File: src/rtl/txring_pkg.sv
package txring_pkg;
  localparam int WORD_W     = 32;
  localparam int WORD_BYTES = WORD_W / 8;
  localparam int DESC_WORDS = 3;
  localparam int DESC_BYTES = DESC_WORDS * WORD_BYTES;
  localparam int LEN_W      = 16;

  localparam int BIT_OWN    = 31;
  localparam int BIT_EOR    = 30;
  localparam int BIT_POS_HI = 29;
  localparam int BIT_POS_LO = 28;
  localparam int BIT_ERR    = 27;
  localparam logic [1:0] POS_WHOLE = 2'b11;

  typedef enum logic [2:0] {
    ST_IDLE, ST_FLAGS, ST_LEN, ST_PTR, ST_FETCH, ST_DRAIN, ST_BACK
  } ring_state_t;

  function automatic logic [WORD_W-1:0] step_offset(
      input logic [WORD_W-1:0] off, input logic end_of_ring);
    return end_of_ring ? '0 : off + WORD_W'(DESC_BYTES);
  endfunction

  function automatic logic [2:0] lanes_now(input logic [LEN_W-1:0] left);
    return (left >= LEN_W'(WORD_BYTES)) ? 3'(WORD_BYTES) : left[2:0];
  endfunction

  function automatic logic frame_usable(input logic [WORD_W-1:0] flags,
                                        input logic [LEN_W-1:0] len);
    return (flags[BIT_POS_HI:BIT_POS_LO] == POS_WHOLE) && (len != '0);
  endfunction

  function automatic logic [WORD_W-1:0] retire_flags(
      input logic [WORD_W-1:0] flags, input logic failed);
    logic [WORD_W-1:0] r;
    r = flags;
    r[BIT_OWN] = 1'b0;
    r[BIT_ERR] = failed;
    return r;
  endfunction
endpackage

File: src/rtl/txring_runbit.sv
module txring_runbit (
  input  logic clk,
  input  logic rst_n,
  input  logic kick_i,
  input  logic stop_i,
  output logic run_o
);
  always_ff @(posedge clk) begin
    if (!rst_n)      run_o <= 1'b0;
    else if (kick_i) run_o <= 1'b1;
    else if (stop_i) run_o <= 1'b0;
  end
endmodule

File: src/rtl/txring_serial.sv
module txring_serial #(
  parameter int LANES = 4,
  parameter int CW    = $clog2(LANES + 1)
) (
  input  logic               clk,
  input  logic               rst_n,
  input  logic               load_i,
  input  logic [LANES*8-1:0] word_i,
  input  logic [CW-1:0]      count_i,
  input  logic               final_i,
  output logic               busy_o,
  output logic               tx_valid_o,
  output logic [7:0]         tx_data_o,
  output logic               tx_last_o,
  input  logic               tx_ready_i
);
  logic [LANES*8-1:0] shreg;
  logic [CW-1:0]      left;
  logic               fin;

  always_ff @(posedge clk) begin
    if (!rst_n) begin
      shreg <= '0;
      left  <= '0;
      fin   <= 1'b0;
    end else if (load_i) begin
      shreg <= word_i;
      left  <= count_i;
      fin   <= final_i;
    end else if (tx_valid_o && tx_ready_i) begin
      shreg <= shreg >> 8;
      left  <= left - CW'(1);
    end
  end

  assign busy_o     = (left != '0);
  assign tx_valid_o = busy_o;
  assign tx_data_o  = shreg[7:0];
  assign tx_last_o  = fin && (left == CW'(1));
endmodule

File: src/rtl/txring_seq.sv
module txring_seq
  import txring_pkg::*;
(
  input  logic              clk,
  input  logic              rst_n,
  input  logic [WORD_W-1:0] ring_base_i,
  input  logic              run_i,
  output logic              mem_req_o,
  output logic              mem_we_o,
  output logic [WORD_W-1:0] mem_addr_o,
  output logic [WORD_W-1:0] mem_wdata_o,
  input  logic              mem_gnt_i,
  input  logic              mem_rvalid_i,
  input  logic [WORD_W-1:0] mem_rdata_i,
  output logic              ser_load_o,
  output logic [WORD_W-1:0] ser_word_o,
  output logic [2:0]        ser_count_o,
  output logic              ser_final_o,
  input  logic              ser_busy_i,
  output logic              stop_o,
  output logic              retire_o
);
  ring_state_t       st;
  logic              pend;
  logic [WORD_W-1:0] off, flags, buf_ptr;
  logic [LEN_W-1:0]  len, left;
  logic              failed;

  logic [WORD_W-1:0] desc_addr;
  logic              accept, rd_back;

  assign desc_addr = ring_base_i + off;
  assign accept    = mem_req_o && mem_gnt_i;
  assign rd_back   = pend && mem_rvalid_i;

  always_comb begin
    mem_req_o   = 1'b0;
    mem_we_o    = 1'b0;
    mem_addr_o  = desc_addr;
    mem_wdata_o = retire_flags(flags, failed);
    unique case (st)
      ST_FLAGS: mem_req_o = !pend;
      ST_LEN: begin
        mem_req_o  = !pend;
        mem_addr_o = desc_addr + WORD_W'(WORD_BYTES);
      end
      ST_PTR: begin
        mem_req_o  = !pend;
        mem_addr_o = desc_addr + WORD_W'(2 * WORD_BYTES);
      end
      ST_FETCH: begin
        mem_req_o  = !pend;
        mem_addr_o = buf_ptr;
      end
      ST_BACK: begin
        mem_req_o = 1'b1;
        mem_we_o  = 1'b1;
      end
      default: ;
    endcase
  end

  assign stop_o      = (st == ST_FLAGS) && rd_back && !mem_rdata_i[BIT_OWN];
  assign retire_o    = (st == ST_BACK) && accept;
  assign ser_load_o  = (st == ST_FETCH) && rd_back;
  assign ser_word_o  = mem_rdata_i;
  assign ser_count_o = lanes_now(left);
  assign ser_final_o = (left <= LEN_W'(WORD_BYTES));

  always_ff @(posedge clk) begin
    if (!rst_n) begin
      st      <= ST_IDLE;
      pend    <= 1'b0;
      off     <= '0;
      flags   <= '0;
      buf_ptr <= '0;
      len     <= '0;
      left    <= '0;
      failed  <= 1'b0;
    end else begin
      if (accept && !mem_we_o) pend <= 1'b1;
      else if (rd_back)        pend <= 1'b0;

      unique case (st)
        ST_IDLE: if (run_i) st <= ST_FLAGS;
        ST_FLAGS: if (rd_back) begin
          flags <= mem_rdata_i;
          st    <= mem_rdata_i[BIT_OWN] ? ST_LEN : ST_IDLE;
        end
        ST_LEN: if (rd_back) begin
          len <= mem_rdata_i[WORD_W-1 -: LEN_W];
          st  <= ST_PTR;
        end
        ST_PTR: if (rd_back) begin
          buf_ptr <= {mem_rdata_i[WORD_W-1:2], 2'b00};
          left    <= len;
          failed  <= !frame_usable(flags, len);
          st      <= frame_usable(flags, len) ? ST_FETCH : ST_BACK;
        end
        ST_FETCH: if (rd_back) begin
          left    <= left - LEN_W'(lanes_now(left));
          buf_ptr <= buf_ptr + WORD_W'(WORD_BYTES);
          st      <= ST_DRAIN;
        end
        ST_DRAIN: if (!ser_busy_i) st <= (left == '0) ? ST_BACK : ST_FETCH;
        ST_BACK: if (accept) begin
          off <= step_offset(off, flags[BIT_EOR]);
          st  <= ST_IDLE;
        end
        default: st <= ST_IDLE;
      endcase
    end
  end
endmodule

File: src/rtl/txring_dma.sv
module txring_dma
  import txring_pkg::*;
(
  input  logic        clk,
  input  logic        rst_n,
  input  logic [31:0] ring_base_i,
  input  logic        kick_i,
  output logic        run_o,
  output logic        mem_req_o,
  output logic        mem_we_o,
  output logic [31:0] mem_addr_o,
  output logic [31:0] mem_wdata_o,
  input  logic        mem_gnt_i,
  input  logic        mem_rvalid_i,
  input  logic [31:0] mem_rdata_i,
  output logic        tx_valid_o,
  output logic [7:0]  tx_data_o,
  output logic        tx_last_o,
  input  logic        tx_ready_i
);
  logic              stop_evt;
  logic              retire_evt;
  logic              ser_load;
  logic [WORD_W-1:0] ser_word;
  logic [2:0]        ser_count;
  logic              ser_final;
  logic              ser_busy;

  txring_runbit u_run (
    .clk(clk), .rst_n(rst_n), .kick_i(kick_i), .stop_i(stop_evt), .run_o(run_o)
  );

  txring_seq u_seq (
    .clk(clk), .rst_n(rst_n), .ring_base_i(ring_base_i), .run_i(run_o),
    .mem_req_o(mem_req_o), .mem_we_o(mem_we_o), .mem_addr_o(mem_addr_o),
    .mem_wdata_o(mem_wdata_o), .mem_gnt_i(mem_gnt_i), .mem_rvalid_i(mem_rvalid_i),
    .mem_rdata_i(mem_rdata_i), .ser_load_o(ser_load), .ser_word_o(ser_word),
    .ser_count_o(ser_count), .ser_final_o(ser_final), .ser_busy_i(ser_busy),
    .stop_o(stop_evt), .retire_o(retire_evt)
  );

  txring_serial #(.LANES(WORD_BYTES), .CW(3)) u_ser (
    .clk(clk), .rst_n(rst_n), .load_i(ser_load), .word_i(ser_word),
    .count_i(ser_count), .final_i(ser_final), .busy_o(ser_busy),
    .tx_valid_o(tx_valid_o), .tx_data_o(tx_data_o), .tx_last_o(tx_last_o),
    .tx_ready_i(tx_ready_i)
  );
endmodule

File: config.mk
export PLATFORM = sky130hd
export DESIGN_NAME = txring_dma
export DESIGN_NICKNAME = d
export VERILOG_FILES = /design/src/rtl/txring_pkg.sv /design/src/rtl/txring_runbit.sv /design/src/rtl/txring_serial.sv /design/src/rtl/txring_seq.sv /design/src/rtl/txring_dma.sv
export SDC_FILE = /design/constraint.sdc
export NUM_CORES = 1
export LEC_CHECK = 0
export BUFFER_PORTS_ARGS = -buffer_cell sky130_fd_sc_hd__clkbuf_2
export CAP_MARGIN = 20
export CORE_MARGIN = 2
export CORE_UTILIZATION = 40
export DETAILED_ROUTE_END_ITERATION = 10
export GPL_ROUTABILITY_DRIVEN = 0
export HOLD_SLACK_MARGIN = 0.06
export PLACE_DENSITY = 0.7
export SYNTH_ARGS = -nofsm -noshare
export SYNTH_HDL_FRONTEND = slang
export SYNTH_HIERARCHICAL = 1
export SYNTH_SLANG_ARGS = --single-unit
File: constraint.sdc
create_clock -name clk -period 3.1 [get_ports clk]
set_input_delay 0 -clock clk [delete_from_list [all_inputs] [get_ports clk]]
set_output_delay 0 -clock clk [all_outputs]
set_load 0.005 [all_outputs]
* Yosys cells after proc, flatten, opt, wreduce, memory -nomap -nowiden
Cells that the tools add are included.
Widths: inputs -> output; s select.
** Cells by class
- Add/subtract/negate cells :: 7
- $lt $le $gt $ge :: 2
- Equality and inequality tests :: 15
- Muxes and demuxes :: 30
- Reduce and logical (&&, ||, !) cells :: 28
** Operator list (count)
- $mux 32 :: 5
- $pmux 32 s3 :: 1
- $add 32x3->32 const B :: 2
- $add 32x4->32 const B :: 2
- $pmux 32 s2 :: 1
- $add 32x32->32 :: 1
- $mux 16 :: 2
- $pmux 16 s2 :: 1
- $mux 3 :: 10
- $pmux 3 s7 :: 1
- $ge 16x3->1 const B :: 1
- $le 16x3->1 const B :: 1
- $logic_not 16->1 :: 1
- $reduce_bool 16->1 :: 1
- $sub 16x3->16 :: 1
- $ne 2x1->1 const B :: 5
- $eq 3x3->1 const B :: 3
- $logic_and 1x1->1 :: 9
- $reduce_and 2->1 :: 4
- $reduce_bool 2->1 :: 4
- $reduce_and 7->1 :: 1
- $eq 3x1->1 const B :: 2
- $eq 3x2->1 const B :: 2
- $mux 2 :: 3
- other kinds (10) :: 18
** Storage, ports and cells
- Register bits :: 169
- Bits of input ports :: 70

* Longest topological paths before layout
Gate-level depths: netlist of run 1.
- Depth after elaboration :: 6
- Gate-level depth with buffers :: 15
- Gate-level depth less buffers :: 15

* Modules after synthesis
The synthesis of run 1 kept the hierarchy.
** By module, submodules not included
- txring_seq :: times used 1, cells each 1343, area an instance 9365.2 sq um, sequential area each 2542.4 sq um
- txring_serial :: times used 1, cells each 210, area an instance 1776.7 sq um, sequential area each 720.7 sq um
- txring_runbit :: times used 1, cells each 3, area an instance 41.3 sq um, sequential area each 20.0 sq um

* Worst setup path before layout of run 1
No wires, ideal clock.
- Path type :: register -> output
- Start point :: reg u_seq.off[3]
- End point :: out mem_addr_o[29]
- Data arrival time :: 3312 ps
- Required time :: 3100 ps
- Slack :: -212 ps
- Stages on the path, launching flop included :: 13
- Cells stage by stage :: dfxtp_1 ha_1 a211o_1 a221o_1 buf_6 a211oi_4 o211ai_2 a32oi_2 nand4_1 or4b_4 or2_1 o311ai_1 o211ai_1
** Between the ends
- Longest elaborated chain between the ends :: 3
- Elaborated cells on any way between the ends :: 4
- Those cells by class :: add/sub: 3; mux: 1
** RTL lines
- from (decl) :: RTL line txring_seq.sv:25 : logic [WORD_W-1:0] off, flags, buf_ptr;
- from (signal assigned) :: RTL line txring_seq.sv:107 : off <= step_offset(off, flags[BIT_EOR]);
- $add 32x32->32 (*) :: RTL line txring_seq.sv:32 : assign desc_addr = ring_base_i + off;
- $add 32x4->32 / $add 32x3->32 (equally long branches) :: RTL line txring_seq.sv:49, txring_seq.sv:45
- $pmux 32 s3 (*) :: RTL line txring_seq.sv:41 : unique case (st)
- to (decl) :: RTL line txring_dma.sv:11 : output logic [31:0] mem_addr_o,
Mark *: on every way between the ends. The rest lies on a longest branch, timed or not.

* Final worst setup path of run 1
- Start point :: reg u_seq.off[7]
- End point :: out mem_addr_o[29]
The elaborated chain is that of the path after synthesis.

==> results of run 1 <==
-- layout make-up --
| type | instances | area [µm²] |
|---|---|---|
| clock buffers | 17 | 425 |
| clock inverters | 15 | 209 |
| well taps | 378 | 473 |
| inverters | 28 | 105 |
| repair buffers | 375 | 2670 |
| multi-input cells | 1224 | 7620 |
| fillers | 2590 | 12800 |
| flip-flops and latches | 164 | 3290 |
-- final timing paths --
| path | start | endpoint | slack (ps) | cells after the start |
|---|---|---|---|---|
| setup / recovery | u_seq/off[7] | mem_addr_o[29] | -840 | 13 |
| hold / removal | rst_n | u_run/run_o | 90 | 3 |
| setup reg to reg | u_seq/left[12] | u_seq/left[14] | 270 | 15 |
| hold reg to reg | u_seq/flags[18] | u_seq/flags[18] | 460 | 2 |
-- critical path, cell delays in order (launching register included) --
cell      delay (ps)
dfxtp_2          350
ha_1             340
buf_4            210
o21ai_2          100
a21oi_1          230
and3_1           320
o21ai_0          130
a211oi_2         290
nand4_1          170
or4b_4           520
or2_1            260
o311ai_1         230
o211ai_1         200
clkbuf_2         160
-- sequential cells by signal (all words and copies together), names as in the netlist --
register / count
u_seq/failed: 1
u_ser/fin: 1
u_run/run_o: 1
u_seq/pend: 1
u_seq/flags: 30
u_ser/shreg: 32
u_seq/left: 16
u_seq/buf_ptr: 30
u_seq/off: 30
u_seq/len: 16
u_ser/left: 3
u_seq/st: 3
-- power groups by stage --
| stage | Sequential (mW) | Clock, mW | Combinational, mW |
|---|---|---|---|
| 2_1_floorplan | 2.27 | 0 | 0.953 |
| 3_3_place_gp | 2.29 | 0 | 1.38 |
| 3_5_place_dp | 2.29 | 0 | 1.40 |
| 4_1_cts | 2.24 | 2.36 | 1.48 |
| 5_1_grt | 2.25 | 2.43 | 1.68 |
| 6_report | 2.25 | 2.32 | 1.57 |
-- cells by family after synthesis --
kind of cell,Yosys count
simple gates,627
compound gates,483
buf+inv,168
flops,164
xor+xnor,67
fa+ha+maj,37
mux,8
other cells,2
-- metrics by stage --
step | hold slack, ps | TNS, ps | area (µm²) | util | setup WS (ps)
after floorplan | 110 | -699 | 11200 | - | -165
after global placement | 215 | -3300 | 13100 | 0.473 | -346
after detailed placement | 221 | -4760 | 13100 | 0.473 | -449
after CTS | 66.1 | -11340 | 14300 | 0.516 | -768
after global routing | 97.1 | -14640 | 14800 | 0.535 | -962
final | 86.7 | -12140 | 14800 | 0.535 | -845
-- cells in the mapped netlist (all sizes together) (6+ instances only) --
| library cell | instances | area [µm²] |
|---|---|---|
| nand2 | 241 | 912 |
| a21oi | 172 | 861 |
| dfxtp | 164 | 3280 |
| nor2 | 151 | 569 |
| o21ai | 127 | 636 |
| buf | 70 | 507 |
| clkbuf | 70 | 265 |
| nand3 | 57 | 285 |
| xor2 | 38 | 333 |
| ha | 37 | 463 |
| nor4 | 31 | 200 |
| a211oi | 30 | 243 |
| nand4 | 30 | 188 |
| nor3 | 29 | 150 |
| xnor2 | 29 | 254 |
| a31oi | 28 | 175 |
| o211ai | 27 | 213 |
| inv | 26 | 97.6 |
| and3 | 20 | 125 |
| and2 | 17 | 106 |
| or3 | 16 | 101 |
| a22oi | 15 | 113 |
| a21o | 11 | 85.1 |
| nor2b | 8 | 65.1 |
| o22ai | 8 | 50.1 |
| and4 | 7 | 61.3 |
| mux2i | 6 | 60.1 |
| or2 | 6 | 37.5 |
-- metal layers --
layer	up-vias	track usage	part of all wire
li1	6076	-	-
met1	6087	0.338	0.42
met2	680	0.434	0.47
met3	103	0.0338	0.082
met4	0	0.0951	0.031
met5	-	0	0
-- repair_timing --
action                                 in CTS  in global routing
resized for setup                          42                 99
hold buffers                               35                  0
endpoints found under the hold margin     104                  0
pin swaps                                  16                 46
setup endpoints to repair                  23                 27
setup buffers                               6                 14
==> impl_results.md, run 1 <==
- Outcome: complete, but fails checks
- Failing checks: setup timing
- Sw Ratio: 0.347
- Simple-gate share of the synthesized area: 0.261
- Pwr Total: between 6 and 7 mW
- Unrepaired setup endpoints after global routing: yes
- Drt drc: 0
- Seq cells post-synth: ~160
- Setup violators final: 22
- Post-Syn Instances: approximately 1600
- Mux cell area share after synthesis: 0.00738
- Crit. End Element: output pin
- H-tree depth: 4
- Reg power frac: 0.366
- Leakage: around 6.0 nW
- Mapped cell area: between 0.01 and 0.015 mm²
- Number of antenna violations at the first check in global routing: 0
- Switch Pwr: around 2.1 mW
- Clock power share: 0.378
- IO Count: approximately 150
- Initial DRC Count: 1297
- Mean Syn Cell Area: 7.19 µm²
- Combinational power share: 0.256
- Peak VDD IR: 0.367 mV
- ANT nets after route: 0
- Cells after DPL: about 2100
- Gr usage total: 0.258
- Fin worst setup slack: -845 ps
- Worst-Skew Late Latency: between 400 and 500 ps
- Layout Cells excl Fill: around 2200
- Core area: around 0.028 mm²
- Crit path time final: ~3900 ps
- Number of global-route vias before repair: about 12000
- Cell Rows: 61
- Ratio of final minimum period to clock period: 1.27
- Int Power: between 4 and 5 mW
- Distinct cell type count after synthesis: 83
- Ys Warns: 6
- Die width: ~170 µm
- Worst Skew: between 20 and 25 ps
- Most common cell after layout, fill and taps aside: nand2_1
- Worst-margin pin slew: 784 ps
- Hold Crit Class: in -> reg
- Crit Path Class: reg -> out
- Post-detailed-route wirelength per cell: about 18 µm
- Total grt overflow: 0
- Die ar.: between 0.02 and 0.03 mm²
- Total clock sinks: approximately 160
- Syn nets: ~1700
- Post-synth EDFFs: 0
- Largest net degree at the start of global routing: 54
- Critical path peak fanout: 7
- Vias: approximately 13000
- Root buf cell: clkbuf_16
- Share of layout cells above drive strength 1: 0.268
- Vias per inst: between 5 and 6
- Final hold vios: 0
- XOR/XNOR Fraction of Synth Area: 0.0525
- Top_reg_cell synth: dfxtp_1
- Top achievable clock speed: 254 MHz
- Fin. max-slew vios: 0
- Max-capacitance violation count: 0
- Clock Pin Slew Worst Setup and Hold Paths: around 80 ps
- Post-Synth Adder-Cell Area: 0.0414
- TritonRoute pass-1 iters: 8
- Worst setup SP type: flop
- Initial cell density of the core: 0.405
- Synth-to-layout area growth: 32.3%
- Share of flip-flops with an asynchronous set or reset: 0
- Post-DP HPWL: about 28000 µm
- TritonCTS buffer count: 17
- Largest family of logic cells by synthesized area: compound AO/OA/AOI/OAI gates
- Diode count: 0
- Worst EP required: just over 3000 ps
- Synth Area in Compound Gates: 0.265
- Arrival @ worst endpoint: ~3900 ps
- First-pass GRT wire length: around 60000 µm
- Number of nets in the layout: between 1500 and 2000
- Sequential area share after synthesis: 0.294
- CTS tree: yes
- Highest-count cells in the layout ignoring fill and taps: nand2_1, buf_4, a21oi_1
- Pwr Density: just over 400 mW/mm²
- Slew headroom: 0.477
- Die Span Y: 171 µm
- Port buffer count: 145
- CTS max path bufs: 2
- WL final: approximately 40000 µm
(Power assumes the default switching activity.)
==> run 2: changes to the inputs <==
SKIP_LAST_GASP = 1   (was default)
==> run 2 against run 1 <==
  * The flow still finishes with violations (setup timing)
  * Sequential power is essentially flat
  * Register-to-register slack is essentially flat
  * Utilization shrank 0.22 points
  * Via count grew 0.12%
  * Non-clock buffer count is the same
  * Critical path type unchanged
  * Critical endpoint unchanged
  * Largest cell class unchanged
  * Largest power group unchanged
==> impl_results.md, run 2 (synthesis gave the netlist of run 1 again) <==
- Fin. max-slew vios: 0 (unchanged)
- Reg2Reg Depth: 15 (unchanged)
- Layout Utilization: 0.533 (-0.00222)
- Post-Place Worst Slack: -449 ps (unchanged)
- Synth-to-layout area growth: 31.7%
- Critical path peak fanout: 7 (unchanged)
- Gr usage total: 0.257 (-0.000884)
- Worst Hold Launch: rst_n
- Clock Pin Slew Worst Setup and Hold Paths: 80 ps (about the same)
- Die ar.: 0.0293 mm² (unchanged)
- Worst Skew: 21.4 ps (+0.130 ps)
- Post-Place Cell Area: 0.0131 mm² (unchanged)
- WL final: 39700 µm (-0.29%)
- Fin worst setup slack: -860 ps (-15.1 ps)
- Total grt overflow: 0 (unchanged)
- Highest-count cells in the layout ignoring fill and taps: nand2_1, buf_4, a21oi_1
- Post-detailed-route wirelength per cell: 18.0 µm (-0.29%)
- Final hold vios: 0 (unchanged)
- R2r setup slk: 260 ps (about the same)
- Initial DRC Count: 1349 (+4.0%)
- Die width: 171 µm (unchanged)
- Number of nets in the layout: 1917 (unchanged)
- Setup TNS: -12360 ps (-223 ps)
- Share of layout cells above drive strength 1: 0.265 (-0.00274)
- Largest register by flop count: u_ser/shreg
- Final instance area: 0.0147 mm² (-0.41%)
- Failing checks: setup timing
- Initial cell density of the core: 0.405 (unchanged)
- Drt drc: 0 (unchanged)
- Crit Path Class: reg -> out
- Number of global-route vias before repair: 11730 (-0.31%)
- Vias: 12961 (+0.12%)
- Pwr Density: 417 mW/mm² (+0.28%)
- Diode count: 0 (unchanged)
- Leakage: 5.97 nW (-0.29%)
- Max FFs per register: 32 (unchanged)
- Hold Path Stages: 3 (unchanged)
- First-pass GRT wire length: 60100 µm (-0.40%)
- Max-capacitance violation count: 0 (unchanged)
- CTS tree: yes
- Worst-margin pin slew: 799 ps (+15.1 ps)
- TritonCTS buffer count: 17 (unchanged)
- R2r endpoint: u_seq/left[14]
- Hold Crit Class: in -> reg
- H-tree depth: 4 (unchanged)
- Vias per inst: 5.89 (+0.12%)
- Worst EP required: 3100 ps (about the same)
- Outcome: complete, but fails checks
- Arrival @ worst endpoint: 3960 ps (+20 ps)
- IO Count: 147 (unchanged)
- Slew headroom: 0.467 (-0.0100)
- Worst-Skew Late Latency: 440 ps (about the same)
- CTS max path bufs: 2 (unchanged)
- Die Span Y: 171 µm (unchanged)
- Core area: 0.0276 mm² (unchanged)
- Total clock sinks: 164 (unchanged)
- Setup violators final: 23 (+4.5%)
- Crit path time final: 3960 ps (+15.1 ps)
- Cell Rows: 61 (unchanged)
- Port buffer count: 145 (unchanged)
- Unrepaired setup endpoints after global routing: yes
- Number of antenna violations at the first check in global routing: 0 (unchanged)
- ANT nets after route: 0 (unchanged)
- Most common cell after layout, fill and taps aside: nand2_1
- Peak VDD IR: 0.366 mV (-0.21%)
- Root buf cell: clkbuf_16
- Top achievable clock speed: 253 MHz (-0.38%)
- Largest net degree at the start of global routing: 54 (unchanged)
- RR Startpoint: u_seq/left[12]
- TritonRoute pass-1 iters: 5 (-3)
- Crit. End Element: output pin
- Ratio of final minimum period to clock period: 1.28 (+0.00486)
- Hold Path Sink: u_run/run_o
- Post-DP HPWL: 27600 µm (unchanged)
- Worst setup SP type: flop
-- run 2: changes by cell type in the layout (fill, tap and decap cells not counted), moves of 2 or more --
cell      previous run  this run
clkbuf_2           137       140
buf_2                6         4
buf_4              173       176
buf_6               20        16
-- run 2: how the worst max path moves through the flow --
| stage | from | endpoint | slack, ps | cells past startpoint |
|---|---|---|---|---|
| 3_3_place_gp | u_seq/off[10] | mem_addr_o[25] | -350 | 13 |
| 6_report | u_seq/off[7] | mem_addr_o[29] | -860 | 13 |
| 3_5_place_dp | u_seq/off[10] | mem_addr_o[25] | -450 | 13 |
| 5_1_grt | u_seq/off[7] | mem_addr_o[29] | -940 | 13 |
| 2_1_floorplan | u_seq/off[5] | mem_addr_o[25] | -160 | 14 |
| 4_1_cts | u_seq/off[3] | mem_addr_o[29] | -770 | 13 |
-- run 2: power breakdown --
part / leakage, nW / switching [mW] / internal (mW)
sequential: 1.33 / 0.0602 / 2.19
combinational: 4.33 / 0.995 / 0.571
clock: 0.311 / 1.08 / 1.25
total: 5.97 / 2.13 / 4.01
-- run 2: area by class of cell --
type	count	area (µm²)
Tap cell	378	473
Multi-Input combinational cell	1224	7580
Fill cell	2598	12900
Timing Repair Buffer	375	2650
Sequential cell	164	3290
Inverter	28	105
Clock inverter	15	209
Clock buffer	17	425
-- run 2: critical path, stage by stage, from the launching register on --
cell and delay (ps):
dfxtp_2 350, ha_1 340, buf_4 220, o21ai_2 100, a21oi_1 230, and3_1 300
o21ai_0 130, a211oi_2 290, nand4_1 170, or4b_4 520, or2_1 260, o311ai_1 240
o211ai_1 220, clkbuf_2 160
-- run 2: metal layers --
metal / vias to the layer above / track usage / part of all wire
li1: 6083 / - / -
met2: 629 / 0.431 / 0.46
met5: - / 0 / 0
met1: 6151 / 0.338 / 0.43
met3: 98 / 0.0338 / 0.077
met4: 0 / 0.0958 / 0.030
-- run 2: stage by stage --
step	hold WS [ps]	power (mW)	cells
after floorplan	110	3.23	1556
after global placement	215	3.67	2120
after detailed placement	221	3.69	2120
after CTS	66.1	6.08	2193
after global routing	95.5	6.36	2201
final	79.8	6.14	2201
-- run 2: what timing repair did --
item / 4_1_cts / 5_1_grt
resized for setup: 38 / 89
hold endpoints to repair: 104 / 0
setup endpoints to repair: 23 / 27
buffers inserted: 6 / 13
hold buffers: 35 / 0
pin swaps: 16 / 44
